File: config.mk
export PLATFORM = sky130hd
export DESIGN_NAME = burst_addr_seq
export DESIGN_NICKNAME = d
export VERILOG_FILES = /design/src/rtl/burst_seq_pkg.sv /design/src/rtl/burst_base_reg.sv /design/src/rtl/burst_beat_ctr.sv /design/src/rtl/burst_order_map.sv /design/src/rtl/burst_addr_seq.sv
export SDC_FILE = /design/constraint.sdc
export NUM_CORES = 1
export LEC_CHECK = 0
export ABC_AREA = 1
export BUFFER_PORTS_ARGS = -buffer_cell sky130_fd_sc_hd__buf_2
export CAP_MARGIN = 15
export CORE_ASPECT_RATIO = 1.4
export CORE_MARGIN = 2
export CORE_UTILIZATION = 40
export CTS_BUF_LIST = sky130_fd_sc_hd__clkbuf_8
export CTS_CLUSTER_DIAMETER = 100
export DETAILED_ROUTE_END_ITERATION = 12
export PLACE_DENSITY = 0.7
export RECOVER_POWER = 50
export SKIP_CTS_REPAIR_TIMING = 1
export SYNTH_ARGS = -nofsm -noshare
export SYNTH_HDL_FRONTEND = slang
export SYNTH_SLANG_ARGS = --single-unit
File: constraint.sdc
create_clock -name clk -period 0.9 [get_ports clk]
set_input_delay 0.045 -clock clk [delete_from_list [all_inputs] [get_ports clk]]
set_output_delay 0.045 -clock clk [all_outputs]
set_load 0.01 [all_outputs]
File: src/rtl/burst_seq_pkg.sv
package burst_seq_pkg;

   // Order applied to the low address bits during a burst.
   typedef enum logic {
      ORDER_LINEAR     = 1'b0,
      ORDER_INTERLEAVE = 1'b1
   } burst_order_e;

   // Interleaved order: the beat index toggles bits of the start word.
   function automatic logic [1:0] xor_step(input logic [1:0] start, input logic [1:0] beat);
      return start ^ beat;
   endfunction

   // Linear order: the beat index is added, carry out of the block is lost.
   function automatic logic [1:0] add_step(input logic [1:0] start, input logic [1:0] beat);
      return start + beat;
   endfunction

endpackage

File: src/rtl/burst_base_reg.sv
module burst_base_reg #(
   parameter int ADDR_W = 19
) (
   input  logic              clk,
   input  logic              rst,
   input  logic              load,
   input  logic [ADDR_W-1:0] load_addr,
   output logic [ADDR_W-1:0] base_q
);

   always_ff @(posedge clk) begin
      if (rst) begin
         base_q <= '0;
      end else if (load) begin
         base_q <= load_addr;
      end
   end

   // the captured start changes only on a load
   p_base_held_r8 : assert property (@(posedge clk) disable iff (rst)
      !load |=> $stable(base_q));

endmodule

File: src/rtl/burst_beat_ctr.sv
module burst_beat_ctr #(
   parameter int BURST_BITS = 2
) (
   input  logic                  clk,
   input  logic                  rst,
   input  logic                  load,
   input  logic                  advance_n,
   output logic [BURST_BITS-1:0] beat_q
);

   localparam logic [BURST_BITS-1:0] ONE = BURST_BITS'(1);

   always_ff @(posedge clk) begin
      if (rst) begin
         beat_q <= '0;
      end else if (load) begin
         beat_q <= '0;
      end else if (!advance_n) begin
         beat_q <= beat_q + ONE;
      end
   end

   // a load restarts the burst whatever the step request
   p_load_restarts_r3 : assert property (@(posedge clk) disable iff (rst)
      load |=> beat_q == '0);

   // a suspended cycle keeps the beat
   p_suspend_holds_r6 : assert property (@(posedge clk) disable iff (rst)
      (!load && advance_n) |=> $stable(beat_q));

   // each accepted step moves one beat with wrap
   p_step_wraps_r7 : assert property (@(posedge clk) disable iff (rst)
      (!load && !advance_n) |=> beat_q == BURST_BITS'($past(beat_q) + ONE));

endmodule

File: src/rtl/burst_order_map.sv
module burst_order_map
   import burst_seq_pkg::*;
#(
   parameter int BURST_BITS = 2
) (
   input  logic [BURST_BITS-1:0] start_lo,
   input  logic [BURST_BITS-1:0] beat,
   input  burst_order_e          order,
   output logic [BURST_BITS-1:0] lo_out
);

   logic [BURST_BITS-1:0] xor_lo;
   logic [BURST_BITS-1:0] add_lo;

   generate
      if (BURST_BITS == 2) begin : g_pkg_fn
         assign xor_lo = xor_step(start_lo, beat);
         assign add_lo = add_step(start_lo, beat);
      end else begin : g_generic
         assign xor_lo = start_lo ^ beat;
         assign add_lo = start_lo + beat;
      end
   endgenerate

   assign lo_out = (order == ORDER_INTERLEAVE) ? xor_lo : add_lo;

   // beat zero is the start word in both orders
   always_comb begin
      if (beat == '0) begin
         p_beat0_start_r2 : assert (lo_out == start_lo);
      end
   end

endmodule

File: src/rtl/burst_addr_seq.sv
module burst_addr_seq
   import burst_seq_pkg::*;
#(
   parameter int ADDR_W     = 19,
   parameter int BURST_BITS = 2
) (
   input  logic                  clk,
   input  logic                  rst,
   input  logic                  load,
   input  logic [ADDR_W-1:0]     load_addr,
   input  logic                  advance_n,
   input  logic                  interleave_mode,
   output logic [ADDR_W-1:0]     addr_out,
   output logic [BURST_BITS-1:0] beat_idx
);

   localparam int HI_W = ADDR_W - BURST_BITS;

   generate
      if (BURST_BITS < 1) begin : g_bad_burst
         $error("BURST_BITS must be at least 1");
      end
      if (HI_W < 1) begin : g_bad_width
         $error("ADDR_W must exceed BURST_BITS");
      end
   endgenerate

   logic [ADDR_W-1:0]     base_q;
   logic [BURST_BITS-1:0] beat_q;
   logic [BURST_BITS-1:0] lo_sel;
   burst_order_e          order;

   assign order = interleave_mode ? ORDER_INTERLEAVE : ORDER_LINEAR;

   burst_base_reg #(.ADDR_W(ADDR_W)) u_base (
      .clk       (clk),
      .rst       (rst),
      .load      (load),
      .load_addr (load_addr),
      .base_q    (base_q)
   );

   burst_beat_ctr #(.BURST_BITS(BURST_BITS)) u_ctr (
      .clk       (clk),
      .rst       (rst),
      .load      (load),
      .advance_n (advance_n),
      .beat_q    (beat_q)
   );

   burst_order_map #(.BURST_BITS(BURST_BITS)) u_map (
      .start_lo (base_q[BURST_BITS-1:0]),
      .beat     (beat_q),
      .order    (order),
      .lo_out   (lo_sel)
   );

   assign addr_out = {base_q[ADDR_W-1:BURST_BITS], lo_sel};
   assign beat_idx = beat_q;

   // the full start address appears right after a load
   p_load_visible_r2 : assert property (@(posedge clk) disable iff (rst)
      load |=> addr_out == $past(load_addr));

   // upper bits ride through stepping untouched
   p_upper_stable_r8 : assert property (@(posedge clk) disable iff (rst)
      !load |=> $stable(addr_out[ADDR_W-1:BURST_BITS]));

   // reset returns the burst to word zero
   p_reset_clears_r1 : assert property (@(posedge clk)
      rst |=> (addr_out == '0 && beat_idx == '0));

endmodule

# == Yosys cells after proc, flatten, opt, wreduce, memory -nomap -nowiden ==
# Index checks and enable logic that the tools add are counted.
# totals
out_inout_bits,21
reg_bits,21
elab_cells,8
# op_classes
n_addsub,2
bitwise,1
reduce_logical,1
mux,2
# op_table
op,n
"2-bit by 1-bit adder with 2-bit output, second input constant",1
2-bit adder,1
2-bit two-way mux,1
2-bit OR reduction,1
2-bit XOR,1
1-bit two-way mux,1

# == Depth between registers and ports, before layout ==
# depth
depth_word,2
depth_mapped,6
ltp_nobuf,6

# == Hierarchy ==
# Synthesis repeated with hierarchy kept, for this count alone.
# unflattened
cells_unflattened,147
hier_area_um2,937.1
# by_module_without_submodules
mod,cells_each,instances,seq_area_each_um2,area_each_um2
burst_base_reg,120,1,380.4,787.0
burst_beat_ctr,12,1,40.0,82.6
burst_order_map,15,1,0.0,67.6

# == Worst setup path before layout ==
# No wires, ideal clock.
# synth_timing
path_kind,register to output
startpoint,reg u_ctr.beat_q[0]
endpoint,out addr_out[1]
path_stages_with_launch,7
path_slack_ps,14
required_time_ps,855
arrival_ps,841
path_cell_list,dfxtp_1 -> ha_1 -> inv_1 -> nor2_1 -> nand3_1 -> nand2_1 -> inv_1
# synth_via
elab_chain_len,2
# synth_rtl
element,line,rtl
"start, declared",burst_beat_ctr.sv:8,output logic [BURST_BITS-1:0] beat_q
"start signal, assigned",burst_beat_ctr.sv:19,beat_q <= beat_q + ONE;
2-bit adder,burst_seq_pkg.sv:16,return start + beat;
2-bit two-way mux,burst_order_map.sv:25,assign lo_out = (order == ORDER_INTERLEAVE) ? xor_lo : add_lo;
"end, declared",burst_addr_seq.sv:13,"output logic [ADDR_W-1:0] addr_out,"
# No other way between the ends.

# == Worst setup path after layout ==
# Same ends and word-level chain as after synthesis.

==> metrics.yaml <==
tightest_slew_ns: 0.255
place_inst: 172
max_freq_ghz: 0.843
fin_crit_sh: 1.32
syn_avg_cell_area_um2: 7.57
die_w_um: 45.3
synthAdderAreaFrac: 0.0131
die-area_um2: 2800
synth_compound_area_frac: 0.118
final_layout_size_suffix_gt1_frac: 0.377
insertion_delay_ns: 0.25
dp_hpwl_mm: 1.35
finalMaxSlewViolations: 0
grt-ovfl-total: 0
grt_pass1_wl_mm: 3.04
rows: 20
route.detailed.drc: 0
status: "finished, violations left"
clock_skew_ns: 0.00101
design_area_um2: 1110
h-tree-depth: 1
fin_nets: 180
fin_ws_ns: -0.287
leakagePower_nw: 0.583
worst_ir_drop_vdd_v: 0.000991
synthCells: 126
io_pins: 45
cts_tree: "built"
critical_path_class: "reg -> out"
crit_family: "flip-flops"
via_count: 829
dpl_cell_area_um2: 1040
dr.pass1.iters: 4
cts_made_buffers: 3
area_growth_pct: 16.9
clockBufferDepth: 2
grt_pass1_vias: 752
violations: "negative setup slack"
finalWeightedCongestion: 0.659
io_buffers: 44
die_y_um: 61.8
core_area_um2: 2230
critPathMaxStageDelay_ns: 0.36
synth.cell_area_um2: 953
syn_nets: 151
end_kind: "output port"
synth_top_area_cell: "dfxtp_1"
cp-start-kind: "register"
cp_num_buf_inv: 3
synth_top_area_frac: 0.441
wl_per_cell_um: 10.6
synth_mux_area_frac: 0
cap_violations: 0
start_util: 0.428
yosysUniqueCellTypes: 16
n_antenna_cell: 0
hold_slack_ns: 0.0105
antenna_found_initial: 0
relSlewSlack: 0.830
finalSetupViolCount: 2
hold_viol: 0
yosysSeqAreaShare: 0.441
synth_warnings: 0
grt_usage: 0.147
drtIter0Drc: 5
cp.arrival_ns: 1.14
viasPerCell: 4.71
worstPathMaxFanout: 2
wirelength_mm: 1.87
synth-simple-area-share: 0.207
synth-seq-cells: 21
hold_path_class: "in -> reg"
power_mw: 1.90
grt_setup_unrepaired: "yes"
layout.cells.most_common: "buf_2"
final_cells: 176
synth-xor-area-share: 0
synthTopCellsByArea: "dfxtp_1 44%, nor2_1 17%, buf_4 13%"
power_density_nw_per_um2: 1710
crit_required_ns: 0.85
ctsRootBufferMaster: "clkbuf_8"
final_cell_mix: "42 x buf_2, 41 x nor2_1, 19 x o21ai_0"
grt_max_degree: 21
synth_top_family_by_area: "buffers and inverters"
crit_chain: "ha_4, inv_2, nor2_1, nand3_1, nand2_1, inv_1, buf_2"
final_period_minus_worst_setup_slack_ns: 1.19
final_antenna_net_count: 0
cts.sinks: 21
slowest_stage: "dfxtp_2"
clk_pin_slew_ns: 0.07
fin_util: 0.501
kinds of logic after synthesis:
logic type | after synthesis
AND/OR/NAND/NOR | 52
adder cells (fa/ha/maj) | 1
AO/OA/AOI/OAI | 21
flip-flops | 21
buffers and inverters | 31
final timing paths:
| path | start | endpoint | slack (ns) | depth (start not counted) |
|---|---|---|---|---|
| hold reg to reg | u_base.base_q[7]$_SDFFE_PP0P_ | u_base.base_q[7]$_SDFFE_PP0P_ | 0.49 | 2 |
| hold / removal | load_addr[7] | u_base.base_q[7]$_SDFFE_PP0P_ | 0.01 | 3 |
| setup reg to reg | u_ctr.beat_q[0]$_SDFFE_PP0N_ | u_ctr.beat_q[1]$_SDFFE_PP0N_ | 0.01 | 6 |
| setup / recovery | u_ctr.beat_q[0]$_SDFFE_PP0N_ | addr_out[1] | -0.29 | 7 |
registers in the layout (all words and copies together), names as in the netlist:
| signal | count |
|---|---|
| u_base.base_q | 19 |
| u_ctr.beat_q | 2 |
cells in the mapped netlist:
cell,count
ha_1,1
dfxtp_1,21
nor2_1,42
o21ai_1,1
clkbuf_2,1
inv_2,1
inv_4,1
o21ai_0,18
a21oi_2,1
nand3_1,2
nand2_1,8
buf_6,3
buf_4,17
o21ai_2,1
clkbuf_4,1
inv_1,7
layer usage:
layer	part of all wire	vias to the layer above	wire, um	GRT usage
met4	0.0096	0	18	0.0756
met3	0.062	2	117	0.0318
li1	-	428	-	-
met2	0.52	32	968	0.241
met1	0.41	367	770	0.180
met5	0	-	0	0
worst min-delay path: cells and delay by family:
family,cells,cell delay [ns]
buffers and inverters,1,0.07
and+or+nand+nor,2,0.11
stage by stage:
| step | setup WS, ns | setup TNS [ns] |
|---|---|---|
| after CTS | -0.355 | -0.493 |
| after detailed placement | -0.0461 | -0.0461 |
| after floorplan | 0.0138 | 0 |
| after global placement | 0.00442 | 0 |
| final | -0.287 | -0.373 |
| after global routing | -0.355 | -0.517 |
layout make-up:
| type | instances | area (um2) |
|---|---|---|
| Timing Repair Buffer | 46 | 248 |
| Fill cell | 234 | 1110 |
| Multi-Input combinational cell | 74 | 334 |
| Tap cell | 22 | 27.5 |
| Clock buffer | 3 | 41.3 |
| Sequential cell | 21 | 424 |
| Inverter | 9 | 36.3 |
| Clock inverter | 1 | 3.75 |
power breakdown:
group / switching (mW) / total, mW / internal [mW]
sequential: 0.0307 / 1.02 / 0.992
combinational: 0.159 / 0.297 / 0.137
clock: 0.282 / 0.585 / 0.303
total: 0.472 / 1.90 / 1.43
(Power assumes the default switching activity.)
